**src/rtl/arb_pkg.sv**
```systemverilog
// Shared constants, types and the fixed priority table for the arbiter.
// Assumes exactly four master slots: index 0 is the internal idle master.
package arb_pkg;
    localparam int unsigned NUM_MST  = 4;
    localparam int unsigned IDX_W    = $clog2(NUM_MST);
    localparam int unsigned IDLE_MST = 0;
    localparam int unsigned DFLT_MST = 1;

    typedef logic [IDX_W-1:0]   mst_idx_t;
    typedef logic [NUM_MST-1:0] mst_vec_t;

    typedef enum logic [1:0] {
        RSP_OKAY  = 2'b00,
        RSP_ERROR = 2'b01,
        RSP_RETRY = 2'b10,
        RSP_SPLIT = 2'b11
    } resp_e;

    localparam logic [1:0] TR_IDLE = 2'b00;

    // Maps a priority rank (0 = highest) to the master index holding it.
    function automatic mst_idx_t rank_to_idx(input int unsigned rank);
        case (rank)
            0:       return mst_idx_t'(3);
            1:       return mst_idx_t'(IDLE_MST);
            2:       return mst_idx_t'(2);
            default: return mst_idx_t'(DFLT_MST);
        endcase
    endfunction
endpackage

```
**src/rtl/arb_split_track.sv**
```systemverilog
// Holds one split mask bit per master.
// A bit is set when a SPLIT completes for the data-phase owner.
// A bit is cleared by a release pulse; a set in the same cycle wins.
// Assumes: split_end is high only on the final (ready) cycle of a SPLIT.
module arb_split_track
    import arb_pkg::*;
(
    input  logic     clk,
    input  logic     rst_n,
    input  logic     split_end,
    input  mst_idx_t dp_owner,
    input  mst_vec_t split_clr,
    output mst_vec_t mask_q,
    output mst_vec_t mask_eff
);
    mst_vec_t set_vec;

    // Decode which master the completing SPLIT belongs to.
    for (genvar i = 0; i < NUM_MST; i++) begin : g_set
        assign set_vec[i] = split_end && (dp_owner == mst_idx_t'(i));
    end

    // Mask register: release first, then set, so a set overrides a release.
    always_ff @(posedge clk) begin
        if (!rst_n) mask_q <= '0;
        else        mask_q <= (mask_q & ~split_clr) | set_vec;
    end

    // Mask as seen by this cycle's arbitration, including a SPLIT ending now.
    assign mask_eff = mask_q | set_vec;

    for (genvar i = 0; i < NUM_MST; i++) begin : g_chk
        // a completed SPLIT leaves the owner masked on the next cycle.
        p_split_sets_r8: assert property (@(posedge clk) disable iff (!rst_n)
            (split_end && dp_owner == mst_idx_t'(i)) |=> mask_q[i]);
        // a release with no competing set clears the bit.
        p_release_clears_r8: assert property (@(posedge clk) disable iff (!rst_n)
            (split_clr[i] && !(split_end && dp_owner == mst_idx_t'(i))) |=> !mask_q[i]);
    end
endmodule

```
**src/rtl/arb_pick.sv**
```systemverilog
// Combinational grant selection.
// Order of decisions:
//   1. locked SPLIT goes to the idle master;
//   2. a lock hold keeps the current owner;
//   3. fixed rank order over eligible masters;
//   4. if no master is eligible, the idle master.
// Assumes: mask_eff already contains any SPLIT that completes this cycle.
module arb_pick
    import arb_pkg::*;
(
    input  mst_vec_t req,
    input  mst_vec_t lock,
    input  mst_idx_t owner,
    input  mst_vec_t mask_eff,
    input  logic     split_end,
    input  logic     retry_end,
    input  logic     dp_lock,
    output mst_idx_t grant_idx,
    output mst_vec_t grant_vec
);
    mst_vec_t elig;

    // Eligibility per slot: idle follows its request, default needs only no mask.
    for (genvar i = 0; i < NUM_MST; i++) begin : g_elig
        if (i == IDLE_MST) begin : g_idle
            assign elig[i] = req[i];
        end else if (i == DFLT_MST) begin : g_dflt
            assign elig[i] = !mask_eff[i];
        end else begin : g_real
            assign elig[i] = req[i] && !mask_eff[i];
        end
    end

    // Winner selection with special cases ahead of the rank scan.
    always_comb begin
        logic found;
        found     = 1'b0;
        grant_idx = mst_idx_t'(IDLE_MST);
        if (split_end && dp_lock) begin
            grant_idx = mst_idx_t'(IDLE_MST);
        end else if (lock[owner] && !mask_eff[owner] && !split_end && !retry_end) begin
            grant_idx = owner;
        end else begin
            for (int r = 0; r < NUM_MST; r++) begin
                if (!found && elig[rank_to_idx(r)]) begin
                    grant_idx = rank_to_idx(r);
                    found     = 1'b1;
                end
            end
        end
    end

    // Expand the winner index into a one-hot vector.
    for (genvar i = 0; i < NUM_MST; i++) begin : g_onehot
        assign grant_vec[i] = (grant_idx == mst_idx_t'(i));
    end
endmodule

```
**src/rtl/arb_phase_regs.sv**
```systemverilog
// Address-phase and data-phase owner registers, plus the lock flag
// of the transfer now in its data phase.
// All three advance only on edges where the bus is ready.
// Assumes: htrans is driven by the current address-phase owner.
module arb_phase_regs
    import arb_pkg::*;
(
    input  logic       clk,
    input  logic       rst_n,
    input  logic       hready,
    input  mst_idx_t   grant_idx,
    input  mst_vec_t   lock,
    input  logic [1:0] htrans,
    output mst_idx_t   owner_q,
    output mst_idx_t   dp_owner_q,
    output logic       dp_lock_q
);
    // Pipeline the ownership one accepted transfer at a time.
    always_ff @(posedge clk) begin
        if (!rst_n) begin
            owner_q    <= mst_idx_t'(DFLT_MST);
            dp_owner_q <= mst_idx_t'(DFLT_MST);
            dp_lock_q  <= 1'b0;
        end else if (hready) begin
            owner_q    <= grant_idx;
            dp_owner_q <= owner_q;
            dp_lock_q  <= lock[owner_q] && (htrans != TR_IDLE);
        end
    end

    // the owner does not move while the bus is stalled.
    p_owner_hold_r4: assert property (@(posedge clk) disable iff (!rst_n)
        !hready |=> $stable(owner_q));
    // on a ready edge the owner takes the granted index.
    p_owner_take_r4: assert property (@(posedge clk) disable iff (!rst_n)
        hready |=> owner_q == $past(grant_idx));
    // the data-phase owner trails the address-phase owner by one transfer.
    p_dp_follow_r5: assert property (@(posedge clk) disable iff (!rst_n)
        hready |=> dp_owner_q == $past(owner_q));
endmodule

```
**src/rtl/ahb_prio_arbiter.sv**
```systemverilog
// Top of the fixed-priority arbiter: response decode, split tracking,
// grant selection and owner registers.
// Assumes: a SPLIT or RETRY response lasts two cycles, and only its
// second (ready-high) cycle triggers re-arbitration.
module ahb_prio_arbiter
    import arb_pkg::*;
(
    input  logic                 clk,
    input  logic                 rst_n,
    input  logic [NUM_MST-1:0]   bus_req_i,
    input  logic [NUM_MST-1:0]   bus_lock_i,
    input  logic                 hready_i,
    input  logic [1:0]           hresp_i,
    input  logic [1:0]           htrans_i,
    input  logic [NUM_MST-1:0]   split_clr_i,
    output logic [NUM_MST-1:0]   grant_o,
    output logic [IDX_W-1:0]     addr_owner_o,
    output logic [IDX_W-1:0]     data_owner_o
);
    logic     split_end;
    logic     retry_end;
    logic     dp_lock;
    mst_vec_t mask_q;
    mst_vec_t mask_eff;
    mst_idx_t grant_idx;
    mst_vec_t grant_vec;
    mst_idx_t owner_q;
    mst_idx_t dp_owner_q;

    // Final cycle of a two-cycle SPLIT or RETRY response.
    assign split_end = hready_i && (hresp_i == RSP_SPLIT);
    assign retry_end = hready_i && (hresp_i == RSP_RETRY);

    arb_split_track u_split (
        .clk       (clk),
        .rst_n     (rst_n),
        .split_end (split_end),
        .dp_owner  (dp_owner_q),
        .split_clr (split_clr_i),
        .mask_q    (mask_q),
        .mask_eff  (mask_eff)
    );

    arb_pick u_pick (
        .req       (bus_req_i),
        .lock      (bus_lock_i),
        .owner     (owner_q),
        .mask_eff  (mask_eff),
        .split_end (split_end),
        .retry_end (retry_end),
        .dp_lock   (dp_lock),
        .grant_idx (grant_idx),
        .grant_vec (grant_vec)
    );

    arb_phase_regs u_regs (
        .clk        (clk),
        .rst_n      (rst_n),
        .hready     (hready_i),
        .grant_idx  (grant_idx),
        .lock       (bus_lock_i),
        .htrans     (htrans_i),
        .owner_q    (owner_q),
        .dp_owner_q (dp_owner_q),
        .dp_lock_q  (dp_lock)
    );

    assign grant_o      = grant_vec;
    assign addr_owner_o = owner_q;
    assign data_owner_o = dp_owner_q;

    // exactly one grant line is high.
    p_grant_onehot_r3: assert property (@(posedge clk) disable iff (!rst_n)
        $countones(grant_o) == 1);
    // a pause request keeps masters 2 and 1 off the bus unless a lock holds.
    p_pause_blocks_r6: assert property (@(posedge clk) disable iff (!rst_n)
        (bus_req_i[IDLE_MST] && !bus_lock_i[owner_q]) |-> (!grant_o[1] && !grant_o[2]));
    // a locked transfer that is split hands the bus to the idle master.
    p_locked_split_idle_r9: assert property (@(posedge clk) disable iff (!rst_n)
        (split_end && dp_lock) |-> grant_o[IDLE_MST]);
    for (genvar i = 1; i < NUM_MST; i++) begin : g_mask_chk
        // a masked real master is never granted.
        p_masked_no_grant_r8: assert property (@(posedge clk) disable iff (!rst_n)
            mask_q[i] |-> !grant_o[i]);
    end
endmodule

```
**config.mk**
```make
export PLATFORM = sky130hd
export DESIGN_NAME = ahb_prio_arbiter
export DESIGN_NICKNAME = d
export VERILOG_FILES = /design/src/rtl/arb_pkg.sv /design/src/rtl/arb_split_track.sv /design/src/rtl/arb_pick.sv /design/src/rtl/arb_phase_regs.sv /design/src/rtl/ahb_prio_arbiter.sv
export SDC_FILE = /design/constraint.sdc
export NUM_CORES = 1
export LEC_CHECK = 0
export BUFFER_PORTS_ARGS = -buffer_cell sky130_fd_sc_hd__buf_2
export CELL_PAD_IN_SITES_DETAIL_PLACEMENT = 2
export CELL_PAD_IN_SITES_GLOBAL_PLACEMENT = 2
export CORE_UTILIZATION = 26
export CTS_BUF_LIST = sky130_fd_sc_hd__clkbuf_4 sky130_fd_sc_hd__clkbuf_8
export DETAILED_ROUTE_END_ITERATION = 12
export PLACE_DENSITY = 0.79
export SLEW_MARGIN = 10
export SYNTH_ARGS = -nofsm -noshare
export SYNTH_HDL_FRONTEND = slang
export SYNTH_SLANG_ARGS = --single-unit
export TNS_END_PERCENT = 30
```
**constraint.sdc**
```tcl
create_clock -name clk -period 1.7 [get_ports clk]
set_input_delay 0.085 -clock clk [delete_from_list [all_inputs] [get_ports clk]]
set_output_delay 0.085 -clock clk [all_outputs]
set_load 0.01 [all_outputs]
```
### After elaboration in Yosys (flattened, before gate mapping)

Cells that the tools add are included.

| operators by class | value |
|---|---|
| reductions and logical operators | 28 |
| muxes and demuxes | 35 |
| bitwise operators | 4 |
| magnitude comparators | 5 |
| equal/unequal tests | 8 |

Operators with widths:

| cell | number |
|---|---|
| $mux W2 | 14 |
| $logic_and A1 B1 Y1 | 16 |
| $lt A2 B3 Y1 const B | 5 |
| $mux W1 | 15 |
| $bmux W1 S2 | 6 |
| $eq A2 B2 Y1 const B | 6 |
| $logic_not A1 Y1 | 9 |
| $or A4 B4 Y4 | 2 |
| $and A4 B4 Y4 | 1 |
| $eq A2 B1 Y1 const B | 2 |
| $logic_not A2 Y1 | 2 |
| $not A4 Y4 | 1 |
| $reduce_bool A2 Y1 | 1 |

| word-level totals | value |
|---|---|
| output and inout bits | 8 |
| logic and storage cells | 84 |
| input port bits | 19 |
| register bits after elaboration | 9 |

### Depth between registers and ports, before layout

Gate-level depths: netlist of the first run.

| logic depth | value |
|---|---|
| depth in word-level cells | 33 |
| mapped depth | 6 |

### By module

A second synthesis of the first run with hierarchy kept.

| second synthesis, totals | value |
|---|---|
| cell total of the unflattened synthesis | 76 |
| area, all modules | 673.1 µm² |

By module, submodules not included:

| module | times used | cells an instance | seq. area each (µm²) | area each (µm²) |
|---|---|---|---|---|
| arb_pick | 1 | 32 | 0.0 | 237.7 |
| arb_phase_regs | 1 | 21 | 100.1 | 227.7 |
| arb_split_track | 1 | 21 | 80.1 | 191.4 |
| ahb_prio_arbiter | 1 | 2 | 0.0 | 16.3 |

### Least setup slack after synthesis of the first run

OpenSTA, ideal clock, no wires.

| timing path | value |
|---|---|
| path type | register to output |
| start | reg u_regs.owner_q[1] |
| end | out grant_o[1] |
| arrival | 1.793 ns |
| slack | -0.178 ns |
| data required time | 1.615 ns |
| cell stages (with the launch flop) | 7 |
| path buffers | 1 |
| path through | dfxtp_1 -> buf_6 -> mux2_4 -> a22o_4 -> o21ai_1 -> a211oi_4 -> nor4_1 |

| between the ends | value |
|---|---|
| word-level cells in the longest chain between the ends | 9 |
| elaborated cells on any way between the ends | 11 |

RTL lines:

| element | line | source |
|---|---|---|
| start, declared | arb_phase_regs.sv:14 | `output mst_idx_t owner_q,` |
| start signal, assigned | arb_phase_regs.sv:21 | `owner_q <= mst_idx_t'(DFLT_MST);` |
| start signal, assigned | arb_phase_regs.sv:25 | `owner_q <= grant_idx;` |
| $bmux W1 S2 | arb_pick.sv:41 | `end else if (lock[owner] && !mask_eff[owner] && !split_end && !retry_end) begin` |
| $mux W1 (not written as such) | arb_pick.sv:41 |  |
| $logic_not A1 Y1 | arb_pick.sv:41 |  |
| $logic_and A1 B1 Y1 (3 in series) | arb_pick.sv:41 |  |
| $mux W2 * | arb_pick.sv:41 |  |
| $mux W2 * | arb_pick.sv:39 | `if (split_end && dp_lock) begin` |
| $eq A2 B1 Y1 * | arb_pick.sv:55 | `assign grant_vec[i] = (grant_idx == mst_idx_t'(i));` |
| end, declared | ahb_prio_arbiter.sv:16 | `output logic [NUM_MST-1:0] grant_o,` |

Every way passes the cells marked *; elsewhere a longest branch is shown, timed or not. The select of a mux whose other input is x is not followed.

### Worst setup path in the final report of the first run

| timing path | value |
|---|---|
| start | reg u_regs.owner_q[1] |
| end | out grant_o[3] |

| between the ends | value |
|---|---|
| word-level cells in the longest chain between the ends | 9 |
| elaborated cells on any way between the ends | 11 |

RTL lines:

| element | line |
|---|---|
| $bmux W1 S2 | arb_pick.sv:41 |
| $mux W1 (not written as such) | arb_pick.sv:41 |
| $logic_not A1 Y1 | arb_pick.sv:41 |
| $logic_and A1 B1 Y1 (3 in series) | arb_pick.sv:41 |
| $mux W2 * | arb_pick.sv:41 |
| $mux W2 * | arb_pick.sv:39 |
| $eq A2 B2 Y1 * | arb_pick.sv:55 |

Marks and branches as above.

==> run_results.csv, run 1 <==
group,metric,value,unit
status,status,"finished, violations left",
status,violations,"negative setup slack",
synthesis,yosysTopAreaCell,"dfxtp_1",
place,dp_hpwl,2280,um
layout,layoutNonFillerInstCount,159,
detailed_routing,routed.top_layer,"met4",
clocking,root_buffer,"clkbuf_4",
grt,grt_util_all_layers,0.198,
worst_hold_path,min_path_type,"input port to flop",
worst_setup_path,worst_setup_path_start_kind,"flop",
worst_setup_path,path_class,"flop to primary output",
place,dp_slack,-0.162,ns
floorplan,die_area,0.00308,sq mm
grt,grt_overflow_total,0,
synthesis,synth_top_area_share,0.242,
place,place_inst,154,
power,power.total,737,uW
flow_run,drv_cap,0,
clocking,cts_tree,"yes",
synthesis,netlist_area,743,sq um
synthesis,yosysWarnings,0,
timing,fin_ws,-0.428,ns
synthesis,netlist_instances,84,
power,leakage,0.513,nW
layout,fillerInstances,310,
synthesis,ys_top_cells_by_area,"dfxtp_1 (24%), a311oi_2 (8.1%), o211a_1 (6.7%)",
detailed_routing,viasPerCell,5.41,
synthesis,yosys.cell_types.count,36,
worst_setup_path,crit_path_end_kind,"primary output",
detailed_routing,wl_met3,96,um
detailed_routing,vias,860,
worst_setup_path,cp_max_fo,6,
detailed_routing,drtAntennaViolNets,0,
layout,final_area,0.00111,sq mm
detailed_routing,wl_met2,1530,um
power,power_per_cell_area,666,mW/mm^2
timing,tns,-1.61,ns
timing,relSlewSlack,0.685,
synthesis,syn_nets,103,
detailed_routing,drt-met1-wl,1150,um
detailed_routing,drc,0,
timing,grt_setup_unrepaired,"true",
clocking,cts_made_buffers,3,
detailed_routing,drt-wirelength-per-cell,17.8,um
synthesis,synth.avg_cell_area,8.85,sq um
timing,timing.fmax,470,MHz
layout,finish.utilization,0.405,
power,vdd.ir_drop.worst,0.000312,V
timing,fin_crit_sh,1.25,
detailed_routing,drt-total-wl,2830,um
place,numPortBuffers,25,
detailed_routing,initialDrtViolationCount,15,
synthesis,async_flop_share,0,
worst_setup_path,worstPathRequired,1.62,ns
floorplan,ios,27,
floorplan,rows,19,
timing,fin_skew,0.00934,ns
synthesis,synth_ff_type,"dfxtp_1",
layout,area_growth,49.0,%
timing,drv_slew,0,
synthesis,synth_edf_count,0,
clocking,clock_sinks,9,
timing,fin_hold_ws,0.0670,ns
place,gp_congestion,0.846,
floorplan,initial_core_util,0.272,
layout,final_layout_size_suffix_gt1_frac,0.555,
grt,antenna_found_initial,0,
grt,grt_max_degree,12,
synthesis,yosysSeqAreaShare,0.242,
clocking,cts_hold_buf,0,
clocking,cts_buffer_depth,2,
clocking,clk_latency,0.29,ns
clocking,cts.htree.levels,1,
timing,hold_viol_final,0,
worst_setup_path,arrival,2.04,ns
floorplan,die_y,55.5,um
detailed_routing,first_pass_iters,4,
timing,period_minus_slack,2.13,ns
floorplan,coreArea,0.00273,sq mm
floorplan,die_w,55.5,um
layout,antenna_cells,0,
grt,grt_pass1_vias,957,
timing,worst_pin_slew,0.471,ns
clocking,cts.reportedPaths.clkPinSlew,0.08,ns
synthesis,ys_ff_latch,9,
place,placed_area,0.00104,sq mm
timing,finalSetupViolations,4,
grt,grt_pass1_wl,4640,um
layout,finalNetCount,148,
cell families after synthesis:
group | share of synthesized area
AOI/OAI and AO/OA | 0.399
DFF | 0.242
muxes | 0.0673
buffers and inverters | 0.0791
and+or+nand+nor | 0.212
worst max-delay path, cell delays in order (launching register included):
cell,delay [ns]
dfxtp_2,0.36
mux2_4,0.31
a22o_4,0.28
o211ai_1,0.23
a21oi_1,0.19
o211a_1,0.25
buf_2,0.13
flip-flops by register name, indices dropped and copies added (netlist names):
register and flops:
u_regs.dp_owner_q 2, u_regs.owner_q 2, u_split.mask_q 4, u_regs.dp_lock_q 1
cell usage after synthesis, drive strengths merged (2+ instances only):
cell type,instances
buf,4
a21boi,2
and2,3
inv,7
o211ai,5
and3,3
nor2,4
a31oi,2
nor4,2
mux2,2
a311oi,4
o21ai,5
o211a,5
a211oi,2
o22ai,2
nor2b,4
a21oi,4
nor3,2
dfxtp,9
mux2i,2
nand2,2
cell type report:
cell class	instances	area [sq um]	share of cell area
Multi-Input combinational cell	64	563	0.508
Timing Repair Buffer	44	268	0.242
Sequential cell	9	184	0.166
Tap cell	31	38.8	0.0350
Inverter	7	26.3	0.0237
Clock buffer	3	22.5	0.0203
Clock inverter	1	5.00	0.00452
layer usage:
| metal | vias to the layer above | GRT usage |
|---|---|---|
| met3 | 5 | 0.0351 |
| li1 | 410 | - |
| met4 | 0 | 0.0964 |
| met2 | 20 | 0.346 |
| met1 | 425 | 0.231 |
| met5 | - | 0 |
power by group:
part	internal [mW]	switching (mW)
logic	0.156	0.158
registers	0.222	0.0115
clock network	0.0878	0.102
cell usage in the layout (no fill, tap or decap), drive strengths merged:
| master | synthesis | layout |
|---|---|---|
| buf | 4 | 44 |
| nor4 | 2 | 2 |
| a211oi | 2 | 2 |
| a31oi | 2 | 2 |
| clkinv | 0 | 1 |
| nor2b | 4 | 4 |
| a21oi | 4 | 4 |
| nand4 | 1 | 1 |
| and3 | 3 | 3 |
| mux2 | 2 | 2 |
| and2b | 1 | 1 |
| nor3b | 1 | 1 |
| dfxtp | 9 | 9 |
| mux2i | 2 | 2 |
| and4b | 1 | 1 |
| o211a | 5 | 5 |
| o21a | 1 | 1 |
| o21ai | 5 | 5 |
| a311oi | 4 | 4 |
| inv | 7 | 7 |
| nand2b | 1 | 1 |
| nor3 | 2 | 2 |
| a21boi | 2 | 2 |
| o22ai | 2 | 2 |
| nand3 | 1 | 1 |
| nor2 | 4 | 4 |
| o211ai | 5 | 5 |
| and2 | 3 | 3 |
| nand2 | 2 | 2 |
| o2111a | 1 | 1 |
| clkbuf | 0 | 3 |
| a22o | 1 | 1 |
repair_timing:
action | CTS | global route
pin swaps | 1 | 3
buffers inserted | 0 | 1
resized for setup | 4 | 6
setup endpoints to repair | 4 | 6
final timing paths:
kind | from | endpoint | slack (ns) | cells past startpoint
worst max-delay path | u_regs.owner_q[1] | grant_o[3] | -0.43 | 6
worst min-delay path | rst_n | u_regs.owner_q[0] | 0.07 | 2
worst max register to register | u_regs.owner_q[1] | u_regs.owner_q[0] | 0.01 | 6
worst min register to register | u_split.mask_q[1] | u_split.mask_q[1] | 0.56 | 2
Power figures use the tool's default switching activity.
==> run 2: changes to the inputs <==
- PLACE_DENSITY: 0.79 -> 0.86
==> run 2 against run 1 <==
  * The run still ends with negative setup slack left
  * Register-to-register slack worse by 0.15 ns
  * Count of clock-buffer cells in the layout unchanged
  * Power up 1.6%
  * Maximum frequency up 0.50%
  * Setup slack better by 0.011 ns
  * Sequential power about the same
  * Worst hold slack better by 0.028 ns
  * Global-route usage up 1.7 points
  * Final area up 3.2%
  * Routed wire length up 5.5%
  * Cell count up 1.9%
  * Critical path type unchanged
  * Largest cell class unchanged
==> run_results.csv, run 2 (synthesis gave the netlist of run 1 again) <==
group,metric,value,unit
worst_setup_path,worstPathRequired,1.62,ns
floorplan,coreArea,0.00273,sq mm
timing,fin_crit_sh,1.25,
worst_setup_path,arrival,2.03,ns
timing,hold_viol_final,0,
clocking,cts_buffer_depth,2,
detailed_routing,routed.top_layer,"met4",
timing,grt_setup_unrepaired,"true",
place,numPortBuffers,25,
layout,final_cell_mix,"buf_2 (25), buf_4 (21), inv_1 (6), dfxtp_1 (6), o211ai_1 (5)",
timing,finalSetupViolations,5,
clocking,cts.htree.levels,1,
detailed_routing,drt-total-wl,2980,um
detailed_routing,viasPerCell,5.46,
layout,layout_commonest_cell,"buf_2",
place,dp_slack,-0.180,ns
timing,fin_skew,0.00948,ns
timing,drv_slew,0,
timing,tns,-1.67,ns
timing,timing.fmax,472,MHz
worst_setup_path,crit_path_end_kind,"primary output",
timing,fin_hold_ws,0.0946,ns
detailed_routing,vias,885,
clocking,root_buffer,"clkbuf_4",
power,power.total,749,uW
grt,grt_max_degree,10,
grt,grt_overflow_total,0,
detailed_routing,wl_met3,162,um
detailed_routing,drc,0,
layout,area_growth,53.7,%
worst_setup_path,cp_max_fo,6,
clocking,cts_tree,"yes",
clocking,clock_sinks,9,
status,status,"finished, violations left",
floorplan,die_y,55.5,um
timing,relSlewSlack,0.681,
clocking,clk_latency,0.28,ns
layout,finalNetCount,151,
grt,grt_util_all_layers,0.214,
place,gp_congestion,0.832,
clocking,cts.reportedPaths.clkPinSlew,0.08,ns
detailed_routing,drt-wirelength-per-cell,18.4,um
timing,worst_pin_slew,0.477,ns
floorplan,initial_core_util,0.272,
detailed_routing,initialDrtViolationCount,11,
worst_hold_path,min_path_type,"input port to flop",
detailed_routing,drtAntennaViolNets,0,
timing,period_minus_slack,2.12,ns
power,vdd.ir_drop.worst,0.000394,V
worst_setup_path,path_class,"flop to primary output",
layout,antenna_cells,0,
status,violations,"negative setup slack",
layout,final_layout_size_suffix_gt1_frac,0.573,
timing,fin_ws,-0.418,ns
worst_setup_path,worst_setup_path_start_kind,"flop",
layout,largest_reg_flops,4,
layout,reg.largest.list,"u_split.mask_q: 4 flops, u_regs.dp_owner_q: 2 flops, u_regs.owner_q: 2 flops",
detailed_routing,first_pass_iters,4,
floorplan,rows,19,
flow_run,drv_cap,0,
detailed_routing,wl_met2,1590,um
detailed_routing,drt-met1-wl,1160,um
floorplan,die_area,0.00308,sq mm
power,power_per_cell_area,656,mW/mm^2
power,leakage,0.527,nW
grt,grt_pass1_wl,5100,um
layout,fillerInstances,317,
grt,grt_pass1_vias,1043,
clocking,cts_made_buffers,3,
floorplan,die_w,55.5,um
floorplan,ios,27,
worst_setup_path,worst-r2r-setup-slack,-0.14,ns
grt,antenna_found_initial,0,
layout,top_register,"u_split.mask_q",
place,dp_hpwl,2330,um
-- run 2: worst max-delay path: stages (launching register included) --
cell and delay (ns):
dfxtp_4 0.37, mux2_4 0.31, a22o_4 0.28, o211ai_1 0.23
and3_4 0.30, o211a_1 0.14, buf_2 0.12
-- run 2: layout make-up --
class                           count  area [sq um]  area share
Sequential cell                     9           186       0.163
Tap cell                           31          38.8      0.0340
Clock inverter                      1          5.00     0.00438
Inverter                            7          26.3      0.0230
Multi-Input combinational cell     64           569       0.498
Timing Repair Buffer               47           294       0.257
Clock buffer                        3          22.5      0.0197
-- run 2: worst paths after layout --
kind	end	cells after the start	start
max	grant_o[2]	6	u_regs.owner_q[1]
min	u_regs.dp_owner_q[0]	2	rst_n
max reg2reg	u_regs.owner_q[0]	7	u_regs.owner_q[1]
min reg2reg	u_split.mask_q[1]	2	u_split.mask_q[1]
-- run 2: stage by stage --
stage | std cells | cell area, sq um | utilization
4_1_cts | 162 | 1130 | 0.415
2_1_floorplan | 84 | 772 | -
3_5_place_dp | 156 | 1050 | 0.385
6_report | 162 | 1140 | 0.418
5_1_grt | 162 | 1140 | 0.418
3_3_place_gp | 156 | 1050 | 0.385
-- run 2: what timing repair did --
item	4_1_cts	5_1_grt
resized for setup	11	2
hold buffers	0	0
endpoints found under the hold margin	0	0
buffers inserted	2	0
pin swaps	8	3
endpoints found under the setup margin	5	6
-- run 2: power by group --
part | total [mW] | switching (mW) | internal [mW] | leakage (nW)
Clock | 0.182 | 0.0949 | 0.0874 | 0.0177
Combinational | 0.334 | 0.165 | 0.169 | 0.435
Sequential | 0.232 | 0.0109 | 0.221 | 0.0741
Total | 0.749 | 0.271 | 0.478 | 0.527
-- run 2: per-layer routing --
layer,vias to the layer above,global-route usage
met5,-,0
met4,0,0.0714
met3,10,0.0468
met2,33,0.415
met1,424,0.225
li1,418,-
==> run 3: changes to the inputs <==
- clock period: 1.7 -> 1.8 ns (I/O delays scaled with it)
==> run 3 against run 2 <==
  * Clock power is 7% lower
  * Sequential share of layout area up 1.5 points
  * Highest routed layer unchanged
  * The run still ends with negative setup slack left
  * Final area fell by 8.9%
  * Largest power group unchanged
  * Critical path depth unchanged
  * Setup slack better by 0.12 ns
==> run_results.csv, run 3 (synthesis gave the netlist of run 1 again) <==
group,metric,value,unit
clocking,clk_latency,0.28,ns
power,leakage,0.486,nW
detailed_routing,initialDrtViolationCount,10,
layout,final_layout_size_suffix_gt1_frac,0.533,
detailed_routing,drc,0,
layout,layout_commonest_cell,"buf_2",
clocking,cts.htree.levels,1,
timing,drv_slew,0,
layout,finalNetCount,142,
detailed_routing,vias,829,
worst_setup_path,cp_max_fo,6,
worst_setup_path,arrival,2.01,ns
worst_setup_path,worstPathRequired,1.71,ns
detailed_routing,drt-total-wl,2710,um
worst_setup_path,worst_setup_path_start_kind,"flop",
worst_setup_path,reg2reg_to,"u_regs.owner_q[0]",
detailed_routing,drtAntennaViolNets,0,
floorplan,die_y,55.5,um
worst_setup_path,r2r_cells,6,
layout,layoutNonFillerInstCount,153,
detailed_routing,drt-wirelength-per-cell,17.7,um
layout,top_register,"u_split.mask_q",
grt,grt_max_degree,11,
timing,timing.fmax,477,MHz
clocking,cts_hold_buf,0,
grt,grt_util_all_layers,0.185,
place,dp_hpwl,2060,um
worst_setup_path,crit_path_end,"grant_o[2]",
clocking,cts_tree,"yes",
worst_setup_path,crit_path_start,"u_regs.owner_q[1]",
clocking,root_buffer,"clkbuf_4",
timing,fin_ws,-0.295,ns
power,power.total,665,uW
clocking,cts_made_buffers,3,
layout,finish.utilization,0.381,
place,numPortBuffers,25,
layout,reg.largest.list,"u_split.mask_q: 4 flops, u_regs.dp_owner_q: 2 flops, u_regs.owner_q: 2 flops",
power,vdd.ir_drop.worst,0.000360,V
floorplan,coreArea,0.00273,sq mm
place,placed_area,956,sq um
layout,antenna_cells,0,
grt,grt_pass1_vias,901,
layout,area_growth,40.1,%
clocking,clock_sinks,9,
worst_hold_path,min_path_type,"input port to flop",
floorplan,initial_core_util,0.272,
timing,fin_skew,0.00692,ns
worst_setup_path,worst-r2r-setup-slack,0.02,ns
timing,tns,-1.06,ns
layout,final_cell_mix,"buf_2 (25), buf_4 (13)",
detailed_routing,viasPerCell,5.42,
flow_run,drv_cap,0,
worst_setup_path,timing.rr.start,"u_regs.owner_q[1]",
timing,period_minus_slack,2.10,ns
layout,final_area,0.00104,sq mm
floorplan,die_area,0.00308,sq mm
place,place_inst,146,
timing,worst_pin_slew,0.483,ns
timing,finalSetupViolations,4,
floorplan,ios,27,
detailed_routing,first_pass_iters,2,
floorplan,die_w,55.5,um
worst_setup_path,crit_path_end_kind,"primary output",
clocking,cts_buffer_depth,2,
worst_setup_path,path_class,"flop to primary output",
place,gp_congestion,0.839,
status,violations,"negative setup slack",
grt,antenna_found_initial,0,
timing,fin_hold_ws,0.0976,ns
status,status,"finished, violations left",
grt,grt_pass1_wl,4300,um
grt,grt_overflow_total,0,
power,power_per_cell_area,639,mW/mm^2
clocking,cts.reportedPaths.clkPinSlew,0.07,ns
floorplan,rows,19,
timing,relSlewSlack,0.676,
timing,grt_setup_unrepaired,"true",
layout,largest_reg_flops,4,
place,dp_slack,-0.0279,ns
timing,fin_crit_sh,1.16,
timing,hold_viol_final,0,
[run 3: metal layers]
| layer | global-route usage | wire, um |
|---|---|---|
| met5 | 0 | 0 |
| met4 | 0.0643 | 46 |
| met3 | 0.0445 | 88 |
| met2 | 0.330 | 1440 |
| met1 | 0.212 | 1140 |
[run 3: layout make-up]
cell class	instances	area, sq um
timing repair buffer	38	223
multi-input combinational	64	541
fill	315	1690
clock buffer	3	22.5
clock inverter	1	5.00
inverter	7	26.3
tap	31	38.8
sequential	9	185
[run 3: critical path: stages, from the launching register on]
cell	delay (ns)
dfxtp_2	0.37
mux2_4	0.32
a22o_4	0.27
o211ai_1	0.23
and3_1	0.28
o211a_1	0.14
buf_2	0.12
[run 3: power breakdown]
part	switching [mW]	internal [mW]
logic	0.142	0.131
registers	0.0123	0.210
clock network	0.0876	0.0825
[run 3: repair_timing]
item,in CTS,in global routing
resized for setup,10,3
pin swaps,9,4
buffers inserted,1,2
setup endpoints to repair,4,5
cloned,0,0
[run 3: how the worst min path moves through the flow]
stage,from,endpoint,slack (ns),depth (start not counted)
after floorplan,rst_n,u_regs.owner_q[0],0.17,1
after global placement,split_clr_i[1],u_split.mask_q[1],0.37,3
after detailed placement,split_clr_i[1],u_split.mask_q[1],0.39,3
after CTS,split_clr_i[1],u_split.mask_q[1],0.09,3
after global routing,split_clr_i[1],u_split.mask_q[1],0.1,3
final,split_clr_i[1],u_split.mask_q[1],0.1,3
